`src/rtl/tsec_pkg.sv`:
```
package tsec_pkg;
    localparam int TSEC_DATA_W  = 32;
    localparam int TSEC_NUM_SRC = 8;
    localparam int TSEC_ADDR_W  = 2;

    // status register bit positions
    localparam int ST_SV       = 0;
    localparam int ST_NV       = 1;
    localparam int ST_TOVF     = 2;
    localparam int ST_MOVF     = 3;
    localparam int ST_SRC_BASE = 16;

    // control register bit positions
    localparam int CT_TCE = 3;
    localparam int CT_FHL = 16;
    localparam int CT_TSL = 17;
    localparam int CT_THL = 18;
    localparam int CT_DSL = 29;
    localparam int CT_DHL = 30;

    typedef enum logic [TSEC_ADDR_W-1:0] {
        RA_CTRL = 2'd0,
        RA_STAT = 2'd1,
        RA_IEN  = 2'd2,
        RA_TEN  = 2'd3
    } reg_addr_e;

    typedef struct packed {
        logic tce;
        logic fail_hl;
        logic time_sl;
        logic time_hl;
        logic dclr_sl;
        logic dclr_hl;
    } ctrl_t;

    // sticky bit with write-1-to-clear; a new set wins over a clear
    function automatic logic w1c_next(input logic cur, input logic set, input logic clr);
        return set | (cur & ~clr);
    endfunction

    function automatic logic [TSEC_DATA_W-1:0] pack_ctrl(input ctrl_t c);
        logic [TSEC_DATA_W-1:0] w;
        w = '0;
        w[CT_TCE] = c.tce;
        w[CT_FHL] = c.fail_hl;
        w[CT_TSL] = c.time_sl;
        w[CT_THL] = c.time_hl;
        w[CT_DSL] = c.dclr_sl;
        w[CT_DHL] = c.dclr_hl;
        return w;
    endfunction
endpackage

```
`src/rtl/tsec_status.sv`:
```
module tsec_status
    import tsec_pkg::*;
#(
    parameter int NUM_SRC = TSEC_NUM_SRC,
    parameter int DATA_W  = TSEC_DATA_W
) (
    input  logic               clk,
    input  logic               batt_rst,
    input  logic [NUM_SRC-1:0] evt_i,
    input  logic               tmr_ovf_i,
    input  logic               mono_ovf_i,
    input  logic [NUM_SRC-1:0] src_en_i,
    input  logic               tmr_en_i,
    input  logic               mono_en_i,
    input  logic               wr_i,
    input  logic [DATA_W-1:0]  wdata_i,
    input  logic               fail_lock_i,
    input  logic               clr_lock_i,
    output logic [DATA_W-1:0]  stat_o,
    output logic               trig_o
);
    logic [NUM_SRC-1:0] src_det;
    logic               tmr_det;
    logic               mono_det;
    logic               sv_q;
    logic               nv_q;
    logic               any_det;
    logic               det_clr_ok;

    assign any_det    = (|src_det) | tmr_det | mono_det;
    assign det_clr_ok = wr_i & ~clr_lock_i;
    assign trig_o     = (|(evt_i & src_en_i)) | (tmr_ovf_i & tmr_en_i) | (mono_ovf_i & mono_en_i);

    generate
        for (genvar i = 0; i < NUM_SRC; i++) begin : g_src
            always_ff @(posedge clk) begin
                if (batt_rst) src_det[i] <= 1'b0;
                else          src_det[i] <= w1c_next(src_det[i], evt_i[i],
                                                     det_clr_ok & wdata_i[ST_SRC_BASE+i]);
            end
        end
    endgenerate

    always_ff @(posedge clk) begin
        if (batt_rst) begin
            tmr_det  <= 1'b0;
            mono_det <= 1'b0;
        end else begin
            tmr_det  <= w1c_next(tmr_det, tmr_ovf_i, det_clr_ok & wdata_i[ST_TOVF]);
            mono_det <= w1c_next(mono_det, mono_ovf_i, det_clr_ok & wdata_i[ST_MOVF]);
        end
    end

    // security flags: set by an enabled alarm, cleared only in order
    always_ff @(posedge clk) begin
        if (batt_rst) begin
            sv_q <= 1'b0;
            nv_q <= 1'b1;
        end else if (trig_o) begin
            sv_q <= 1'b1;
            nv_q <= 1'b1;
        end else if (wr_i) begin
            if (wdata_i[ST_SV] && !any_det && !fail_lock_i) sv_q <= 1'b0;
            if (wdata_i[ST_NV] && !sv_q)                    nv_q <= 1'b0;
        end
    end

    always_comb begin
        stat_o                            = '0;
        stat_o[ST_SV]                     = sv_q;
        stat_o[ST_NV]                     = nv_q;
        stat_o[ST_TOVF]                   = tmr_det;
        stat_o[ST_MOVF]                   = mono_det;
        stat_o[ST_SRC_BASE +: NUM_SRC]    = src_det;
    end
endmodule

```
`src/rtl/tsec_ctrl.sv`:
```
module tsec_ctrl
    import tsec_pkg::*;
#(
    parameter int DATA_W = TSEC_DATA_W
) (
    input  logic              clk,
    input  logic              batt_rst,
    input  logic              main_rst,
    input  logic              wr_i,
    input  logic [DATA_W-1:0] wdata_i,
    input  logic              trig_i,
    input  logic              sv_i,
    output ctrl_t             ctrl_o
);
    ctrl_t cur_q;
    ctrl_t nxt;
    logic  time_lock;

    assign time_lock = cur_q.time_sl | cur_q.time_hl;

    always_comb begin
        nxt = cur_q;
        if (main_rst) begin
            nxt.time_sl = 1'b0;
            nxt.dclr_sl = 1'b0;
        end
        if (wr_i) begin
            nxt.fail_hl = nxt.fail_hl | wdata_i[CT_FHL];
            nxt.time_sl = nxt.time_sl | wdata_i[CT_TSL];
            nxt.time_hl = nxt.time_hl | wdata_i[CT_THL];
            nxt.dclr_sl = nxt.dclr_sl | wdata_i[CT_DSL];
            nxt.dclr_hl = nxt.dclr_hl | wdata_i[CT_DHL];
            if (wdata_i[CT_TCE]) nxt.tce = cur_q.tce | (~time_lock & ~sv_i);
            else                 nxt.tce = 1'b0;
        end
        if (trig_i) nxt.tce = 1'b0;
    end

    always_ff @(posedge clk) begin
        if (batt_rst) cur_q <= '0;
        else          cur_q <= nxt;
    end

    assign ctrl_o = cur_q;
endmodule

```
`src/rtl/tsec_cfg.sv`:
```
module tsec_cfg
    import tsec_pkg::*;
#(
    parameter int NUM_SRC = TSEC_NUM_SRC,
    parameter int DATA_W  = TSEC_DATA_W
) (
    input  logic               clk,
    input  logic               batt_rst,
    input  logic               wr_ien_i,
    input  logic               wr_ten_i,
    input  logic [DATA_W-1:0]  wdata_i,
    output logic               ien_sv_o,
    output logic [NUM_SRC-1:0] src_en_o,
    output logic               tmr_en_o,
    output logic               mono_en_o
);
    localparam int TEN_TMR  = NUM_SRC;
    localparam int TEN_MONO = NUM_SRC + 1;
    localparam int TEN_W    = NUM_SRC + 2;

    logic [TEN_W-1:0] ten_q;
    logic             ien_q;

    always_ff @(posedge clk) begin
        if (batt_rst) begin
            ten_q <= '0;
            ien_q <= 1'b0;
        end else begin
            if (wr_ten_i) ten_q <= wdata_i[TEN_W-1:0];
            if (wr_ien_i) ien_q <= wdata_i[0];
        end
    end

    assign ien_sv_o  = ien_q;
    assign src_en_o  = ten_q[NUM_SRC-1:0];
    assign tmr_en_o  = ten_q[TEN_TMR];
    assign mono_en_o = ten_q[TEN_MONO];
endmodule

```
`src/rtl/tamper_sec_ctrl.sv`:
```
module tamper_sec_ctrl
    import tsec_pkg::*;
#(
    parameter int NUM_SRC = TSEC_NUM_SRC,
    parameter int DATA_W  = TSEC_DATA_W
) (
    input  logic                   clk,
    input  logic                   batt_rst,
    input  logic                   main_rst,
    input  logic [NUM_SRC-1:0]     evt_i,
    input  logic                   tmr_ovf_i,
    input  logic                   mono_ovf_i,
    input  logic                   bus_we,
    input  logic [TSEC_ADDR_W-1:0] bus_addr,
    input  logic [DATA_W-1:0]      bus_wdata,
    output logic [DATA_W-1:0]      bus_rdata,
    output logic [DATA_W-1:0]      status_o,
    output logic                   sec_irq_o,
    output logic                   cnt_clr_o,
    output logic                   cnt_en_o
);
    localparam int TEN_W = NUM_SRC + 2;

    reg_addr_e          sel;
    logic               wr_ctrl, wr_stat, wr_ien, wr_ten;
    ctrl_t              ctrl_s;
    logic [DATA_W-1:0]  ctrl_w;
    logic               trig;
    logic               ien_sv;
    logic [NUM_SRC-1:0] src_en;
    logic               tmr_en, mono_en;

    assign sel     = reg_addr_e'(bus_addr);
    assign wr_ctrl = bus_we && (sel == RA_CTRL);
    assign wr_stat = bus_we && (sel == RA_STAT);
    assign wr_ien  = bus_we && (sel == RA_IEN);
    assign wr_ten  = bus_we && (sel == RA_TEN);

    tsec_status #(.NUM_SRC(NUM_SRC), .DATA_W(DATA_W)) u_status (
        .clk         (clk),
        .batt_rst    (batt_rst),
        .evt_i       (evt_i),
        .tmr_ovf_i   (tmr_ovf_i),
        .mono_ovf_i  (mono_ovf_i),
        .src_en_i    (src_en),
        .tmr_en_i    (tmr_en),
        .mono_en_i   (mono_en),
        .wr_i        (wr_stat),
        .wdata_i     (bus_wdata),
        .fail_lock_i (ctrl_s.fail_hl),
        .clr_lock_i  (ctrl_s.dclr_sl | ctrl_s.dclr_hl),
        .stat_o      (status_o),
        .trig_o      (trig)
    );

    tsec_ctrl #(.DATA_W(DATA_W)) u_ctrl (
        .clk      (clk),
        .batt_rst (batt_rst),
        .main_rst (main_rst),
        .wr_i     (wr_ctrl),
        .wdata_i  (bus_wdata),
        .trig_i   (trig),
        .sv_i     (status_o[ST_SV]),
        .ctrl_o   (ctrl_s)
    );

    tsec_cfg #(.NUM_SRC(NUM_SRC), .DATA_W(DATA_W)) u_cfg (
        .clk       (clk),
        .batt_rst  (batt_rst),
        .wr_ien_i  (wr_ien),
        .wr_ten_i  (wr_ten),
        .wdata_i   (bus_wdata),
        .ien_sv_o  (ien_sv),
        .src_en_o  (src_en),
        .tmr_en_o  (tmr_en),
        .mono_en_o (mono_en)
    );

    assign ctrl_w    = pack_ctrl(ctrl_s);
    assign cnt_clr_o = trig;
    assign cnt_en_o  = ctrl_s.tce;
    assign sec_irq_o = status_o[ST_SV] & ien_sv;

    always_comb begin
        bus_rdata = '0;
        unique case (sel)
            RA_CTRL: bus_rdata = ctrl_w;
            RA_STAT: bus_rdata = status_o;
            RA_IEN:  bus_rdata[0] = ien_sv;
            RA_TEN:  bus_rdata[TEN_W-1:0] = {mono_en, tmr_en, src_en};
            default: bus_rdata = '0;
        endcase
    end
endmodule

```
`config.mk`:
```
export PLATFORM = sky130hd
export DESIGN_NAME = tamper_sec_ctrl
export DESIGN_NICKNAME = d
export VERILOG_FILES = /design/src/rtl/tsec_pkg.sv /design/src/rtl/tsec_status.sv /design/src/rtl/tsec_ctrl.sv /design/src/rtl/tsec_cfg.sv /design/src/rtl/tamper_sec_ctrl.sv
export SDC_FILE = /design/constraint.sdc
export NUM_CORES = 1
export LEC_CHECK = 0
export BUFFER_PORTS_ARGS = -buffer_cell sky130_fd_sc_hd__buf_2
export CORE_ASPECT_RATIO = 1.75
export CORE_MARGIN = 1.5
export CORE_UTILIZATION = 40
export DETAILED_ROUTE_END_ITERATION = 16
export GPL_TIMING_DRIVEN = 0
export PLACE_DENSITY_LB_ADDON = 0.08
export SLEW_MARGIN = 20
export SYNTH_ARGS = -nofsm -noshare
export SYNTH_HDL_FRONTEND = slang
export SYNTH_SLANG_ARGS = --single-unit
```
`constraint.sdc`:
```
create_clock -name clk -period 1.5 [get_ports clk]
set_clock_uncertainty 0.2 [all_clocks]
set_input_delay 0.15 -clock clk [delete_from_list [all_inputs] [get_ports clk]]
set_output_delay 0.15 -clock clk [all_outputs]
set_load 0.05 [all_outputs]
```
* Word level (Yosys, flattened, before mapping) *
Index checks and enable logic that the tools add are counted.

cells by class
  muxes and demuxes = 10
  $add $sub $neg = 0
  equal/unequal tests = 3
  multipliers = 0
  shifts and indexed selects = 0
  bitwise logic cells = 61
  magnitude comparators = 0
  reductions and logical operators = 18
  div/mod/pow operators = 0

operator list
  cell                  number
  $pmux W21 S2          1
  $pmux W9 S3           1
  $and A1 B1 Y1         25
  $or A1 B1 Y1          22
  $reduce_or A8 Y1      2
  $not A1 Y1            13
  $and A8 B8 Y8         1
  $logic_and A1 B1 Y1   7
  $mux W1               6
  $eq A2 B2 Y1 const B  2
  $mux W4               1
  $pmux W1 S4           1
  $reduce_and A2 Y1     2
  $reduce_bool A2 Y1    2
  $logic_not A1 Y1      3
  $eq A2 B1 Y1 const B  1
  $logic_not A2 Y1      1
  $reduce_or A2 Y1      1

word-level totals
  logic and storage cells = 112
  RAM bits = 0
  ROM bits = 0
  flip-flop bits (word level) = 29
  bits in latches = 0
  input port bits = 48
  output and inout port bits = 67
  memories = 0

* Depth between registers and ports, before layout *
  depth in word-level cells = 9
  mapped depth = 6
  depth with buffers taken out = 4

* By module *
Synthesis repeated with hierarchy kept, for this count alone.

second synthesis, totals
  cells, all modules = 204
  area total of the unflattened synthesis = 1755.4 um^2

modules (own cells, without submodules)
  module           sequential area each (um^2)  cells each  area each (um^2)  instances
  tsec_status      240.2                        85          718.2             1
  tamper_sec_ctrl  0.0                          62          439.2             1
  tsec_cfg         220.2                        35          387.9             1
  tsec_ctrl        120.1                        22          210.2             1

* Worst setup path after synthesis *
OpenSTA, ideal clock, no wires.

  path type = reg-to-output
  start point = register u_ctrl.cur_q (netlist bit u_ctrl.ctrl_o[5])
  end point = output port bus_rdata[3]
  path buffers = 0
  arrival = 1.860 ns
  cell stages (with the launch flop) = 3
  required time = 1.150 ns
  setup slack = -0.710 ns
  path through = dfxtp_1 mux2i_1 o21ai_0

between the ends
  cells in the longest elaborated chain, start to end = 1

RTL lines
  what                    RTL line               source
  from (decl)             tsec_ctrl.sv:15        ctrl_t cur_q;
  from (signal assigned)  tsec_ctrl.sv:41        else cur_q <= nxt;
  $pmux W9 S3             tamper_sec_ctrl.sv:86  unique case (sel)
  to (decl)               tamper_sec_ctrl.sv:16  output logic [DATA_W-1:0] bus_rdata,

Every way passes these cells.

* Worst setup path in the final report *
  start point = register u_cfg.ten_q[4]
  end point = output port cnt_clr_o

between the ends
  cells in the longest elaborated chain, start to end = 4

RTL lines
  what                       RTL line               source
  from (decl)                tsec_cfg.sv:21         logic [TEN_W-1:0] ten_q;
  from (signal assigned)     tsec_cfg.sv:29         if (wr_ten_i) ten_q <= wdata_i[TEN_W-1:0];
  $and A8 B8 Y8              tsec_status.sv:32      assign trig_o = (|(evt_i & src_en_i)) | (tmr_ovf_i & tmr_en_i) | (mono_ovf_i & mono_en_i);
  $reduce_or A8 Y1           tsec_status.sv:32
  $or A1 B1 Y1 (2 in a row)  tsec_status.sv:32
  to (decl)                  tamper_sec_ctrl.sv:19  output logic cnt_clr_o,

Every way passes these cells.

==> summary.txt <==
Layout
  • # nets final: 395
  • Finished Layout Cells: 396
  • Final Core Density: 0.705
  • Area taken by multi-input logic gates: 923 um2
  • Layout fillers: 348
  • # diodes: 0
  • P&R area growth vs syn: 69.0%
  • Register Area: 593 um2
  • Share of post-route cells with drive strength above 1: 0.428

Place
  • Port Buf Inserts: 70
  • Detailed Place HPWL: 3.62 mm
  • Post-place setup slack: -0.449 ns
  • Cell count after placement: 354
  • GP Congestion: 0.784

Floorplanning
  • Core Region: 0.00390 mm2
  • Rows: 30
  • Starting density of the core: 0.417
  • I/O pin count: 115
  • Die ar.: 0.00448 mm2
  • DIE WIDTH: 51.2 um
  • Die height: 87.4 um

Global routing
  • Largest net degree at the start of global routing: 12
  • Number of global-route vias before repair: 1629
  • Antenna violations before repair: 0
  • Grt ovf: 0
  • Gr usage total: 0.232
  • First-pass GRT wire length: 7.60 mm

Critical path
  • Worst setup startpoint: u_cfg.ten_q[4]$_SDFFE_PP0P_
  • Critical Path AT: 1.40 ns
  • Crit end category: output port
  • CP max FO: 2
  • Worst r2r path cells: 6
  • Critical Path Start Type: flip-flop
  • Critical path class: reg -> out
  • CP required: 1.15 ns
  • R2R Setup Slk: -0.24 ns
  • Worst R2R Start: u_cfg.ten_q[4]$_SDFFE_PP0P_
  • Worst reg2reg endpoint: u_status.nv_q$_SDFFE_PP1P_

Timing
  • Setup-failing EPs final: 5
  • Worst Slack Setup Final: -0.249 ns
  • Hold Slack: -0.0227 ns
  • Fin Setup TNS: -0.945 ns
  • Max Clk Rate: 572 MHz
  • RSZ-0062 raised after global routing: true
  • Slew HR: 0.623
  • Final Max Tran Viols: 0
  • Crit path time final: 1.75 ns
  • Worst-margin pin slew: 0.566 ns
  • Final hold viol count: 1
  • Final worst path period share: 1.17

Routing
  • Via density: 4.61
  • DRT Pass-1 Iters: 4
  • Drt wl/cell: 12.9 um
  • DRC violations left: 0
  • Routed Antenna Nets: 0
  • Initial drt markers: 37
  • Vias: 1824
  • Final wirelength: 5.12 mm

Synthesis
  • Synth area leader: dfxtp_1
  • Synthesized cell area: 0.00163 mm2
  • Post-synthesis sequential area ratio: 0.357
  • Number of synthesized flops with an enable pin: 0
  • Synth unique cells: 31
  • Synth async-reset ratio: 0
  • Yosys reg bits: 29
  • Top FF cell, synth: dfxtp_1
  • Mean Syn Cell Area: 7.94 um2
  • Cells after Synth: 205
  • Yosys top cell area share: 0.357
  • Area contributors post-synth: dfxtp_1 (36%), buf_4 (17%), a21oi_1 (8.0%)
  • Synth Warn #: 0

Clock tree
  • CTS tree: yes
  • CTS buffer count: 5
  • Worst-Skew Late Latency: 0.29 ns
  • H-tree levels: 2
  • Deepest clock path buffer count: 2
  • Root Buffer: clkbuf_8
  • Clock Pin Slew Worst Setup and Hold Paths: 0.06 ns
  • CTS sink cnt: 29

Worst hold path
  • Hold Path End: u_status.stat_o[20]$_SDFF_PP0_
  • Hold Path Class: in -> reg
  • Min-delay src: bus_wdata[20]
  • Hold Crit Depth: 4

Job
  • MaxCap Viol Count: 0

Power and ir drop
  • Pleak: 1.39 nW
  • Worst vdd ir: 0.799 mV
  • P per Cell Area: 868 mW/mm2
  • Total power: 2.39 mW

Status
  • Failing checks: negative hold slack, negative setup slack
  • Status: finished, violations left
placed cells by master (no fill, tap or decap), types with 2 or more instances in the layout:
cell type      count
a22o_1             2
mux2i_1            5
conb_1            32
clkbuf_8           9
and3_1             7
buf_6              3
nor2_1            17
nor2_4             4
inv_1              2
a21oi_1           26
buf_4             41
nand2_1           20
buf_2             62
and2_1             9
dlygate4sd3_1     31
nand3_1           13
clkbuf_4           6
a22oi_1            3
nor2b_2            2
dfxtp_1           19
nor2b_1            2
clkbuf_1           2
dfxtp_2           10
nor4_1             2
mux2i_2            2
sequential cells by signal, summed over array words and instances, names as in the netlist:
signal / cells
u_ctrl.ctrl_o: 6
u_cfg.ien_sv_o: 1
u_status.nv_q: 1
u_status.mono_det: 1
u_cfg.ten_q: 10
u_status.tmr_det: 1
u_status.stat_o: 8
u_status.sv_q: 1
worst max-delay path, stage by stage (launching register included):
cell,delay (ns)
dfxtp_2,0.33
a22o_1,0.23
a221oi_4,0.24
nand4_4,0.13
buf_8,0.18
per-stage QoR:
| stage | area [um2] | hold slack, ns |
|---|---|---|
| after detailed placement | 2200 | 0.154 |
| after global placement | 2200 | 0.153 |
| after floorplan | 1790 | 0.0260 |
| after global routing | 2750 | 0.00512 |
| after CTS | 2660 | -0.0902 |
| final | 2750 | -0.0227 |
timing repair:
| item | 4_1_cts | 5_1_grt |
|---|---|---|
| hold endpoints to repair | 28 | 2 |
| gates resized for setup | 19 | 17 |
| setup endpoints to repair | 32 | 29 |
| hold buffers | 28 | 3 |
| setup buffers | 3 | 1 |
| pin swaps | 1 | 1 |
cells in the mapped netlist, types with 2 or more instances:
master	instances
buf_2	3
a22o_1	2
dfxtp_1	29
inv_1	2
and3_1	7
mux2i_1	7
nor2_1	21
a22oi_1	3
buf_4	37
clkbuf_1	4
nand3_1	13
nand2_1	20
and2_1	9
nor4_1	2
a21oi_1	26
nor2b_1	5
power by group:
part	switching, mW	internal [mW]	total [mW]
combinational	0.523	0.296	0.819
sequential	0.0416	0.814	0.855
clock	0.301	0.414	0.715
total	0.866	1.52	2.39
cells by family after synthesis:
| group | Yosys count | synth area share |
|---|---|---|
| buffers and inverters | 48 | 0.199 |
| and+or+nand+nor | 82 | 0.249 |
| muxes | 8 | 0.0500 |
| AOI/OAI and AO/OA | 37 | 0.143 |
| other | 1 | 0.00230 |
| DFF | 29 | 0.357 |
routing by layer:
layer / vias to the layer above / track usage / part of all wire
met2: 77 / 0.437 / 0.56
met1: 829 / 0.237 / 0.36
li1: 910 / - / -
met5: - / 0 / 0
met4: 0 / 0.0957 / 0.018
met3: 8 / 0.0533 / 0.057
cell type report:
class	instances	area share
Tap cell	48	0.0218
Sequential cell	29	0.216
Timing Repair Buffer	105	0.266
Inverter	2	0.00273
Multi-Input combinational cell	159	0.336
Clock buffer	7	0.0350
Buffer	45	0.121
Clock inverter	1	0.00182
how the worst max path moves through the flow:
stage                   endpoint  slack [ns]  depth (start not counted)
floorplan           bus_rdata[5]       -0.14                          3
global placement    bus_rdata[3]       -0.44                          6
detailed placement  bus_rdata[3]       -0.45                          6
CTS                    cnt_clr_o       -0.30                          4
global route           cnt_clr_o       -0.31                          4
finish                 cnt_clr_o       -0.25                          4
No activity file was read; power rests on OpenSTA's default activity.
